**config.mk**
```make
export PLATFORM = sky130hd
export DESIGN_NAME = blit_engine
export DESIGN_NICKNAME = d
export VERILOG_FILES = /design/src/rtl/blit_pkg.sv /design/src/rtl/blit_bus_if.sv /design/src/rtl/blit_seq.sv /design/src/rtl/blit_wr_stage.sv /design/src/rtl/blit_engine.sv
export SDC_FILE = /design/constraint.sdc
export NUM_CORES = 1
export LEC_CHECK = 0
export BUFFER_PORTS_ARGS = -buffer_cell sky130_fd_sc_hd__buf_4
export CAP_MARGIN = 10
export CORE_ASPECT_RATIO = 0.8
export CORE_UTILIZATION = 54
export CTS_BUF_LIST = sky130_fd_sc_hd__clkbuf_8
export DETAILED_ROUTE_END_ITERATION = 10
export PLACE_DENSITY = 0.88
export SYNTH_ARGS = -nofsm -noshare
export SYNTH_HDL_FRONTEND = slang
export SYNTH_SLANG_ARGS = --single-unit
```
**constraint.sdc**
```tcl
create_clock -name clk -period 5.7 [get_ports clk]
set_input_delay 1.14 -clock clk [delete_from_list [all_inputs] [get_ports clk]]
set_output_delay 1.14 -clock clk [all_outputs]
set_load 0.1 [all_outputs]
```
**src/rtl/blit_pkg.sv**
```systemverilog
package blit_pkg;
    localparam int WORD_W    = 32;
    localparam int PIX_W     = 24;
    localparam int DST_W     = 20;
    localparam int DST_SHIFT = 3;
    localparam int SEL_BIT   = 2;
    localparam int LEN_W     = 5;
    localparam int LEN_LSB   = 24;
    localparam int PEL_W     = 8;
    localparam int DEEP_W    = 32;
    localparam int RGB_W     = 24;
    localparam logic [PIX_W-1:0] FILL_KEY = '1;

    typedef struct packed {
        logic              fill;
        logic              deep;
        logic [PIX_W-1:0]  src;
        logic [PIX_W-1:0]  dst;
        logic [LEN_W-1:0]  last;
        logic [WORD_W-1:0] opnd;
    } blit_cmd_t;

    typedef struct packed {
        logic              vld;
        logic              fill;
        logic              deep;
        logic [PIX_W-1:0]  dst;
        logic [WORD_W-1:0] opnd;
    } blit_beat_t;

    function automatic blit_cmd_t make_cmd(input logic [DST_W-1:0]  dst,
                                           input logic [WORD_W-1:0] data,
                                           input logic [WORD_W-1:0] opnd,
                                           input logic              deep);
        blit_cmd_t c;
        c.src  = data[PIX_W-1:0];
        c.fill = (data[PIX_W-1:0] == FILL_KEY);
        c.deep = deep;
        c.dst  = {{(PIX_W-DST_W){1'b0}}, dst};
        c.last = data[LEN_LSB+LEN_W-1:LEN_LSB];
        c.opnd = opnd;
        return c;
    endfunction
endpackage

```
**src/rtl/blit_bus_if.sv**
```systemverilog
module blit_bus_if
    import blit_pkg::*;
#(
    parameter int BUS_AW = 24
) (
    input  logic              clk,
    input  logic              rst,
    input  logic              deep_mode,
    input  logic              bus_valid,
    input  logic              bus_write,
    input  logic [BUS_AW-1:0] bus_addr,
    input  logic [WORD_W-1:0] bus_wdata,
    input  logic              busy,
    output logic              bus_ready,
    output logic [WORD_W-1:0] bus_rdata,
    output logic              start,
    output blit_cmd_t         cmd
);
    logic [WORD_W-1:0] opnd_q;
    logic              is_start;
    logic              is_latch;
    logic              unused_bits;

    assign is_start  = bus_valid && bus_write && bus_addr[SEL_BIT];
    assign is_latch  = bus_valid && bus_write && !bus_addr[SEL_BIT];
    assign bus_ready = !(is_start && busy);
    assign start     = is_start && !busy;
    assign bus_rdata = '0;
    assign cmd       = make_cmd(bus_addr[DST_SHIFT+DST_W-1:DST_SHIFT], bus_wdata, opnd_q, deep_mode);
    assign unused_bits = ^{bus_addr, bus_wdata[WORD_W-1:LEN_LSB+LEN_W]};

    always_ff @(posedge clk) begin
        if (rst) begin
            opnd_q <= '0;
        end else if (is_latch) begin
            opnd_q <= bus_wdata;
        end
    end
endmodule

```
**src/rtl/blit_seq.sv**
```systemverilog
module blit_seq
    import blit_pkg::*;
(
    input  logic             clk,
    input  logic             rst,
    input  logic             start,
    input  blit_cmd_t        cmd,
    output logic             active,
    output logic             rd_en,
    output logic [PIX_W-1:0] rd_addr,
    output blit_beat_t       beat
);
    blit_cmd_t        cmd_q;
    logic [LEN_W-1:0] idx;

    always_ff @(posedge clk) begin
        if (rst) begin
            cmd_q  <= '0;
            idx    <= '0;
            active <= 1'b0;
        end else if (start) begin
            cmd_q  <= cmd;
            idx    <= '0;
            active <= 1'b1;
        end else if (active) begin
            idx <= idx + 1'b1;
            if (idx == cmd_q.last) begin
                active <= 1'b0;
            end
        end
    end

    assign rd_en     = active && !cmd_q.fill;
    assign rd_addr   = cmd_q.src + PIX_W'(idx);
    assign beat.vld  = active;
    assign beat.fill = cmd_q.fill;
    assign beat.deep = cmd_q.deep;
    assign beat.dst  = cmd_q.dst + PIX_W'(idx);
    assign beat.opnd = cmd_q.opnd;
endmodule

```
**src/rtl/blit_wr_stage.sv**
```systemverilog
module blit_wr_stage
    import blit_pkg::*;
#(
    parameter bit CTL_PLANE = 1'b1
) (
    input  logic              clk,
    input  logic              rst,
    input  blit_beat_t        beat,
    input  logic [PEL_W-1:0]  rd_pix,
    input  logic [DEEP_W-1:0] rd_deep,
    input  logic [DEEP_W-1:0] rd_ctl,
    output logic              pend,
    output logic              wr_en,
    output logic [PIX_W-1:0]  wr_addr,
    output logic [PEL_W-1:0]  wr_pix,
    output logic              wr_deep_en,
    output logic [DEEP_W-1:0] wr_deep,
    output logic              wr_ctl_en,
    output logic [DEEP_W-1:0] wr_ctl
);
    blit_beat_t        s2;
    logic [DEEP_W-1:0] fill_word;
    logic              unused_op;

    always_ff @(posedge clk) begin
        if (rst) begin
            s2 <= '0;
        end else begin
            s2 <= beat;
        end
    end

    assign fill_word  = {{(DEEP_W-RGB_W){1'b0}}, s2.opnd[RGB_W-1:0]};
    assign unused_op  = ^s2.opnd[WORD_W-1:RGB_W];
    assign pend       = s2.vld;
    assign wr_en      = s2.vld;
    assign wr_addr    = s2.dst;
    assign wr_pix     = s2.fill ? s2.opnd[PEL_W-1:0] : rd_pix;
    assign wr_deep_en = s2.vld && s2.deep;
    assign wr_deep    = s2.fill ? fill_word : rd_deep;

    generate
        if (CTL_PLANE) begin : g_ctl
            assign wr_ctl_en = s2.vld && s2.deep;
            assign wr_ctl    = s2.fill ? fill_word : rd_ctl;
        end else begin : g_no_ctl
            logic unused_ctl;
            assign unused_ctl = ^rd_ctl;
            assign wr_ctl_en  = 1'b0;
            assign wr_ctl     = '0;
        end
    endgenerate
endmodule

```
**src/rtl/blit_engine.sv**
```systemverilog
module blit_engine
    import blit_pkg::*;
#(
    parameter int BUS_AW    = 24,
    parameter bit CTL_PLANE = 1'b1
) (
    input  logic              clk,
    input  logic              rst,
    input  logic              deep_mode,
    input  logic              bus_valid,
    input  logic              bus_write,
    input  logic [BUS_AW-1:0] bus_addr,
    input  logic [31:0]       bus_wdata,
    output logic              bus_ready,
    output logic [31:0]       bus_rdata,
    output logic              busy,
    output logic              rd_en,
    output logic [23:0]       rd_addr,
    input  logic [7:0]        rd_pix,
    input  logic [31:0]       rd_deep,
    input  logic [31:0]       rd_ctl,
    output logic              wr_en,
    output logic [23:0]       wr_addr,
    output logic [7:0]        wr_pix,
    output logic              wr_deep_en,
    output logic [31:0]       wr_deep,
    output logic              wr_ctl_en,
    output logic [31:0]       wr_ctl
);
    logic       start;
    logic       active;
    logic       pend;
    blit_cmd_t  cmd;
    blit_beat_t beat;

    assign busy = active || pend;

    blit_bus_if #(.BUS_AW(BUS_AW)) u_bus (
        .clk(clk), .rst(rst), .deep_mode(deep_mode),
        .bus_valid(bus_valid), .bus_write(bus_write), .bus_addr(bus_addr),
        .bus_wdata(bus_wdata), .busy(busy), .bus_ready(bus_ready),
        .bus_rdata(bus_rdata), .start(start), .cmd(cmd)
    );

    blit_seq u_seq (
        .clk(clk), .rst(rst), .start(start), .cmd(cmd),
        .active(active), .rd_en(rd_en), .rd_addr(rd_addr), .beat(beat)
    );

    blit_wr_stage #(.CTL_PLANE(CTL_PLANE)) u_wr (
        .clk(clk), .rst(rst), .beat(beat),
        .rd_pix(rd_pix), .rd_deep(rd_deep), .rd_ctl(rd_ctl),
        .pend(pend), .wr_en(wr_en), .wr_addr(wr_addr), .wr_pix(wr_pix),
        .wr_deep_en(wr_deep_en), .wr_deep(wr_deep),
        .wr_ctl_en(wr_ctl_en), .wr_ctl(wr_ctl)
    );
endmodule

```
==> flow_summary.ini, run 1 <==
[critical_path]
crit_required_ns = 4.56
worstPathMaxFanout = 8
reg2reg_slack_ns = 3.03
crit_path_start = u_seq.idx[0]
start_kind = flip-flop
critical_path_class = reg2out
end_kind = output pin
cp.arrival_ns = 3.16
r2r-end = u_wr.wr_addr[18]
ff2ff_path_depth = 7
r2r-start = u_seq.idx[0]

[min_path]
hold_start = u_bus.opnd_q[5]
hold_depth = 2
hold_end = u_seq.beat[5]
hold_path.class = reg2reg

[floorplanning]
die_w_um = 131
coreArea_sq_mm = 0.0130
num_rows = 37
die_y_um = 105
fp.dieArea_sq_mm = 0.0138
start_util_pct = 55.6
ioPinCount = 291

[cts]
tritoncts = done
clockBufferDepth = 2
h-tree-depth = 4
clock_sinks = 153
clockRootBuffer = clkbuf_8
holdBufCountCts = 0
cts_setup_buffers = 0
cts_made_buffers = 17
clk_pin_slew_worst_paths_ns = 0.08
ctsResizeCount = 0
clock_latency_ns = 0.44

[power]
ir_worst_vdd_uv = 158
cellPowerDensity_mw_per_mm2 = 274
power_leakage_nw = 4.09

[synthesis]
ys.flop_type = dfxtp_1
synth_most_common_cell = nand2_1
synth_area_leaders = dfxtp_1 42%, nand2_1 12%, a21oi_1 7.5%
synth_edf_count = 0
syn_avg_cell_area_sq_um = 7.61
synth-async-reset-ratio_pct = 0
yosys_warnings = 0
synthTopCellsByCount = 233 x nand2_1, 153 x dfxtp_1, 108 x a21oi_1
ys_seq_area_share_pct = 42.5
synth_area_leader_cell = dfxtp_1
synth_top_area_share_pct = 42.5
synth_seq_cells = 153
ys_types = 43
syn_area_sq_mm = 0.00721
netlist_instances = 948

[outcome]
status = finished, final reports clean

[place]
place_congestion = 0.885
port_buffers = 249
dp_hpwl_mm = 15.3

[timing]
max_slew_margin_pct = 20.5
period_needed_ns = 4.30
fin_crit_sh_pct = 75.4
setup_tns_ns = 0
finalClockSkew_ns = 0.0162
rsz0062_at_grt = no
worst_slew_pin_slew_ns = 1.19
hold_slack_ns = 0.448
hold_violations = 0
final_max_slew_viol_count = 0
max_freq_ghz = 0.233
setup_viol = 0

[grt]
antenna_found_initial = 0
grt_pass1_vias = 5988
grt_max_degree = 98
use_met2_pct = 47.5
overflow = 0
use_met1_pct = 39.4
grt_pass1_wl_mm = 31.9
grt.total_usage_pct = 29.5
top_usage_layer = met2
met3_usage_pct = 6.97

[routing]
ant_nets = 0
route.detailed.drc = 0
wire_per_inst_um = 15.5
firstDrtPassIters = 5
drt_iter0_drc = 437
route.vias.total = 6797
vias_per_cell = 5.10
routed_wl_mm = 20.6

[cells_and_area]
nets = 1292
n_antenna_cell = 0
drive_above_1_share_pct = 25.3
syn2layout_area_growth_pct = 27.8

[job]
maxCapViolations = 0
-- area by class of cell --
type	instances	area, sq um
Inverter	61	229
Sequential cell	153	3060
Timing Repair Buffer	254	1910
Fill cell	1031	3750
Multi-Input combinational cell	659	3410
Clock inverter	14	138
Tap cell	175	219
Clock buffer	18	248
-- routing by layer --
metal	routed length [um]	share of wire [%]	vias up
met1	9160	44	3135
met2	9640	47	265
met4	441	2.1	0
li1	-	-	3361
met5	0	0	-
met3	1400	6.8	36
-- report_power, final --
group / switching [mW] / total [mW] / leakage [nW] / internal (mW)
combinational: 0.482 / 0.616 / 2.66 / 0.134
clock: 0.428 / 0.795 / 0.191 / 0.367
sequential: 0.0196 / 1.11 / 1.24 / 1.09
total: 0.930 / 2.52 / 4.09 / 1.59
-- through the flow --
step | setup slack [ns] | cell area (sq um) | instances | util (%) | total power [mW]
floorplan | 1.25 | 7340 | 982 | - | 1.61
global placement | 1.92 | 8830 | 1302 | 68.1 | 1.75
detailed placement | 1.95 | 8830 | 1302 | 68.1 | 1.75
CTS | 1.46 | 9220 | 1334 | 71.1 | 2.53
global route | 1.22 | 9220 | 1334 | 71.1 | 2.60
finish | 1.40 | 9220 | 1334 | 71.1 | 2.52
-- flip-flops by register name, indices dropped and copies added (netlist names) --
register / cells
u_bus.opnd_q: 24
u_seq.active: 1
u_seq.beat: 26
u_seq.cmd_q: 49
u_seq.idx: 5
u_wr.fill_word: 24
u_wr.pend: 1
u_wr.s2: 2
u_wr.wr_addr: 21
-- worst max-delay path, stage by stage, from the launching register on --
cell	delay [ns]
dfxtp_1	0.53
ha_1	0.25
inv_1	0.06
fa_1	0.40
nor2b_1	0.16
nor2_1	0.06
o21ai_1	0.47
nand4_1	0.24
xnor2_1	0.23
buf_4	0.32
-- layout by cell type (no fill, tap or decap), types with 2 or more instances in the layout --
cell / instances
o21ai_0: 62
clkinv_4: 4
o211ai_1: 2
inv_1: 61
inv_6: 6
a21o_1: 2
and3_1: 5
o21a_1: 3
clkinvlp_4: 2
clkbuf_8: 18
dfxtp_1: 152
or3_1: 2
and2_1: 4
conb_1: 35
fa_1: 2
a211oi_1: 3
or2_2: 2
nor2b_1: 50
a21oi_1: 108
xnor2_1: 20
nor3b_1: 2
buf_4: 254
ha_1: 11
nand4_1: 18
nand2_1: 233
xor2_1: 25
nor3_1: 12
nand3_1: 10
and4_1: 6
nor2_1: 28
nand4b_1: 2
-- logic make-up after synthesis --
kind of cell	count (synthesis)	share of synthesized area, %
multiplexers	1	0.139
XOR/XNOR	45	5.46
buffers and inverters	170	12.1
AND/OR/NAND/NOR	380	24.0
AO/OA/AOI/OAI	185	13.4
flip-flops	153	42.5
adder cells (fa/ha/maj)	13	2.46
other	1	0.0520
-- how the worst max path moves through the flow --
stage	to	slack (ns)	cells after the start
3_3_place_gp	rd_addr[10]	1.92	9
3_5_place_dp	rd_addr[10]	1.95	9
2_1_floorplan	rd_addr[22]	1.25	8
4_1_cts	rd_addr[22]	1.46	9
5_1_grt	rd_addr[12]	1.22	9
6_report	rd_addr[22]	1.40	9
Power figures use the tool's default switching activity.
==> run 2: changes to the inputs <==
CORE_UTILIZATION = 45   (was 54)
PLACE_DENSITY = 0.78   (was 0.88)
clock period = 3.46 ns   (was 5.7 ns; I/O delays follow)
==> run 2 against run 1 <==
Against the previous run:
- the run now ends with design-rule violations left
- design area rose by 3.6%
- via count decreased by 1.0%
- utilization decreased by 10 points
- sequential power up 65%
- count of clock-buffer cells in the layout up 4
- wire length rose by 3.6%
- clock skew is 0.0096 ns lower
- global-route usage fell by 4.1 points
==> flow_summary.ini, run 2 (synthesized netlist as in run 1, its figures left out) <==
[critical_path]
path_buf_inv = 3
r2r-end = u_wr.wr_addr[12]
cp-endpoint = rd_addr[10]
cp.arrival_ns = 2.65
worstPathMaxFanout = 8
crit_required_ns = 2.77
r2r-start = u_seq.idx[0]
slowest_delay_ns = 0.40
cp.depth = 10
crit_family = adder cells
start_kind = flip-flop
crit_chain = ha_2 -> inv_1 -> fa_1 -> nor2b_2 -> nor2_1 -> o21ai_1 -> buf_4 -> and4_4 -> xor2_4 -> buf_12
crit_path_start = u_seq.idx[0]
reg2reg_slack_ns = 0.80
critPathSlowestCell = fa_1
critical_path_class = reg2out
end_kind = output pin
ff2ff_path_depth = 8

[cts]
clockBufferDepth = 2
clock_sinks = 153
tritoncts = done
clock_latency_ns = 0.45
ctsResizeCount = 0
h-tree-depth = 4
holdBufCountCts = 0
clockRootBuffer = clkbuf_8
cts_setup_buffers = 0
cts_made_buffers = 17
clk_pin_slew_worst_paths_ns = 0.07

[cells_and_area]
n_antenna_cell = 0
syn2layout_area_growth_pct = 32.3
regMostFlops = u_seq.cmd_q
largest_reg_flops = 49
drive_above_1_share_pct = 27.6
most-common-layout-cells = 254 x buf_4, 233 x nand2_1, 152 x dfxtp_1, 108 x a21oi_1, 62 x inv_1
nets = 1300
fin_util_pct = 60.8
final_common_cell = buf_4

[place]
place_congestion = 0.857
dp_hpwl_mm = 16.0
port_buffers = 249

[timing]
max_slew_margin_pct = 46.1
worst_slew_pin_slew_ns = 0.808
final_max_slew_viol_count = 0
period_needed_ns = 3.35
fin_crit_sh_pct = 96.7
setup_viol = 0
hold_violations = 0
setup_tns_ns = 0
hold_slack_ns = 0.450
finalClockSkew_ns = 0.00652
max_freq_ghz = 0.299

[routing]
vias_per_cell = 4.87
firstDrtPassIters = 8
drt_iter0_drc = 450
met1_length_mm = 9.68
routed_wl_mm = 21.4
wire_per_inst_um = 15.5
met3_length_mm = 1.37
met2_length_mm = 10.0
route.detailed.drc = 1
highest_layer = met4
route.vias.total = 6727
ant_nets = 0

[outcome]
violations = design-rule violations
status = finished, violations left

[floorplanning]
start_util_pct = 46.0
ioPinCount = 291
fp.dieArea_sq_mm = 0.0165
num_rows = 41
die_w_um = 144
die_y_um = 115
coreArea_sq_mm = 0.0157

[grt]
grt.total_usage_pct = 25.4
overflow = 0
grt_max_degree = 71
antenna_found_initial = 0
grt_pass1_vias = 5865
grt_pass1_wl_mm = 31.6

[power]
ir_worst_vdd_uv = 209
power_mw = 4.15
power_leakage_nw = 4.21
cellPowerDensity_mw_per_mm2 = 434

[min_path]
hold_path.class = reg2reg
hold_depth = 2

[job]
maxCapViolations = 0
## run 2: metrics by stage
stage | setup WS, ns | std cells | instance area, sq um
floorplan | -0.0933 | 982 | 7480
global placement | 0.544 | 1350 | 9110
detailed placement | 0.517 | 1350 | 9110
CTS | 0.0233 | 1380 | 9490
global route | -0.00210 | 1380 | 9540
finish | 0.115 | 1380 | 9540
## run 2: worst min-delay path by stage
stage	from	to	slack (ns)
6_report	u_seq.beat[17]	u_seq.beat[17]	0.45
5_1_grt	bus_addr[10]	u_seq.cmd_q[44]	0.47
4_1_cts	u_seq.beat[17]	u_seq.beat[17]	0.45
3_5_place_dp	u_seq.beat[5]	u_seq.beat[5]	0.44
3_3_place_gp	u_seq.beat[7]	u_seq.beat[7]	0.44
2_1_floorplan	u_seq.beat[0]	u_seq.beat[0]	0.43
## run 2: worst min-delay path: stages, from the launching register on
cell     delay, ns
dfxtp_1       0.31
nand2_1       0.05
a21oi_1       0.05
## run 2: report_power, final
part           internal (mW)  leakage (nW)  switching, mW  total [mW]
clock network          0.650         0.190          0.630        1.28
logic                  0.234          2.78          0.801        1.03
registers               1.80          1.24         0.0336        1.83
## run 2: cell type report
| class | instances | area (sq um) |
|---|---|---|
| Fill cell | 1472 | 6150 |
| Inverter | 61 | 229 |
| Sequential cell | 153 | 3060 |
| Multi-Input combinational cell | 659 | 3570 |
| Clock inverter | 8 | 71.3 |
| Tap cell | 215 | 269 |
| Clock buffer | 22 | 303 |
| Timing Repair Buffer | 262 | 2030 |
## run 2: routing by layer
metal	vias up	GRT usage [%]
met5	-	0
met4	0	7.52
met3	22	5.21
met2	239	41.7
met1	3097	33.8
li1	3369	-
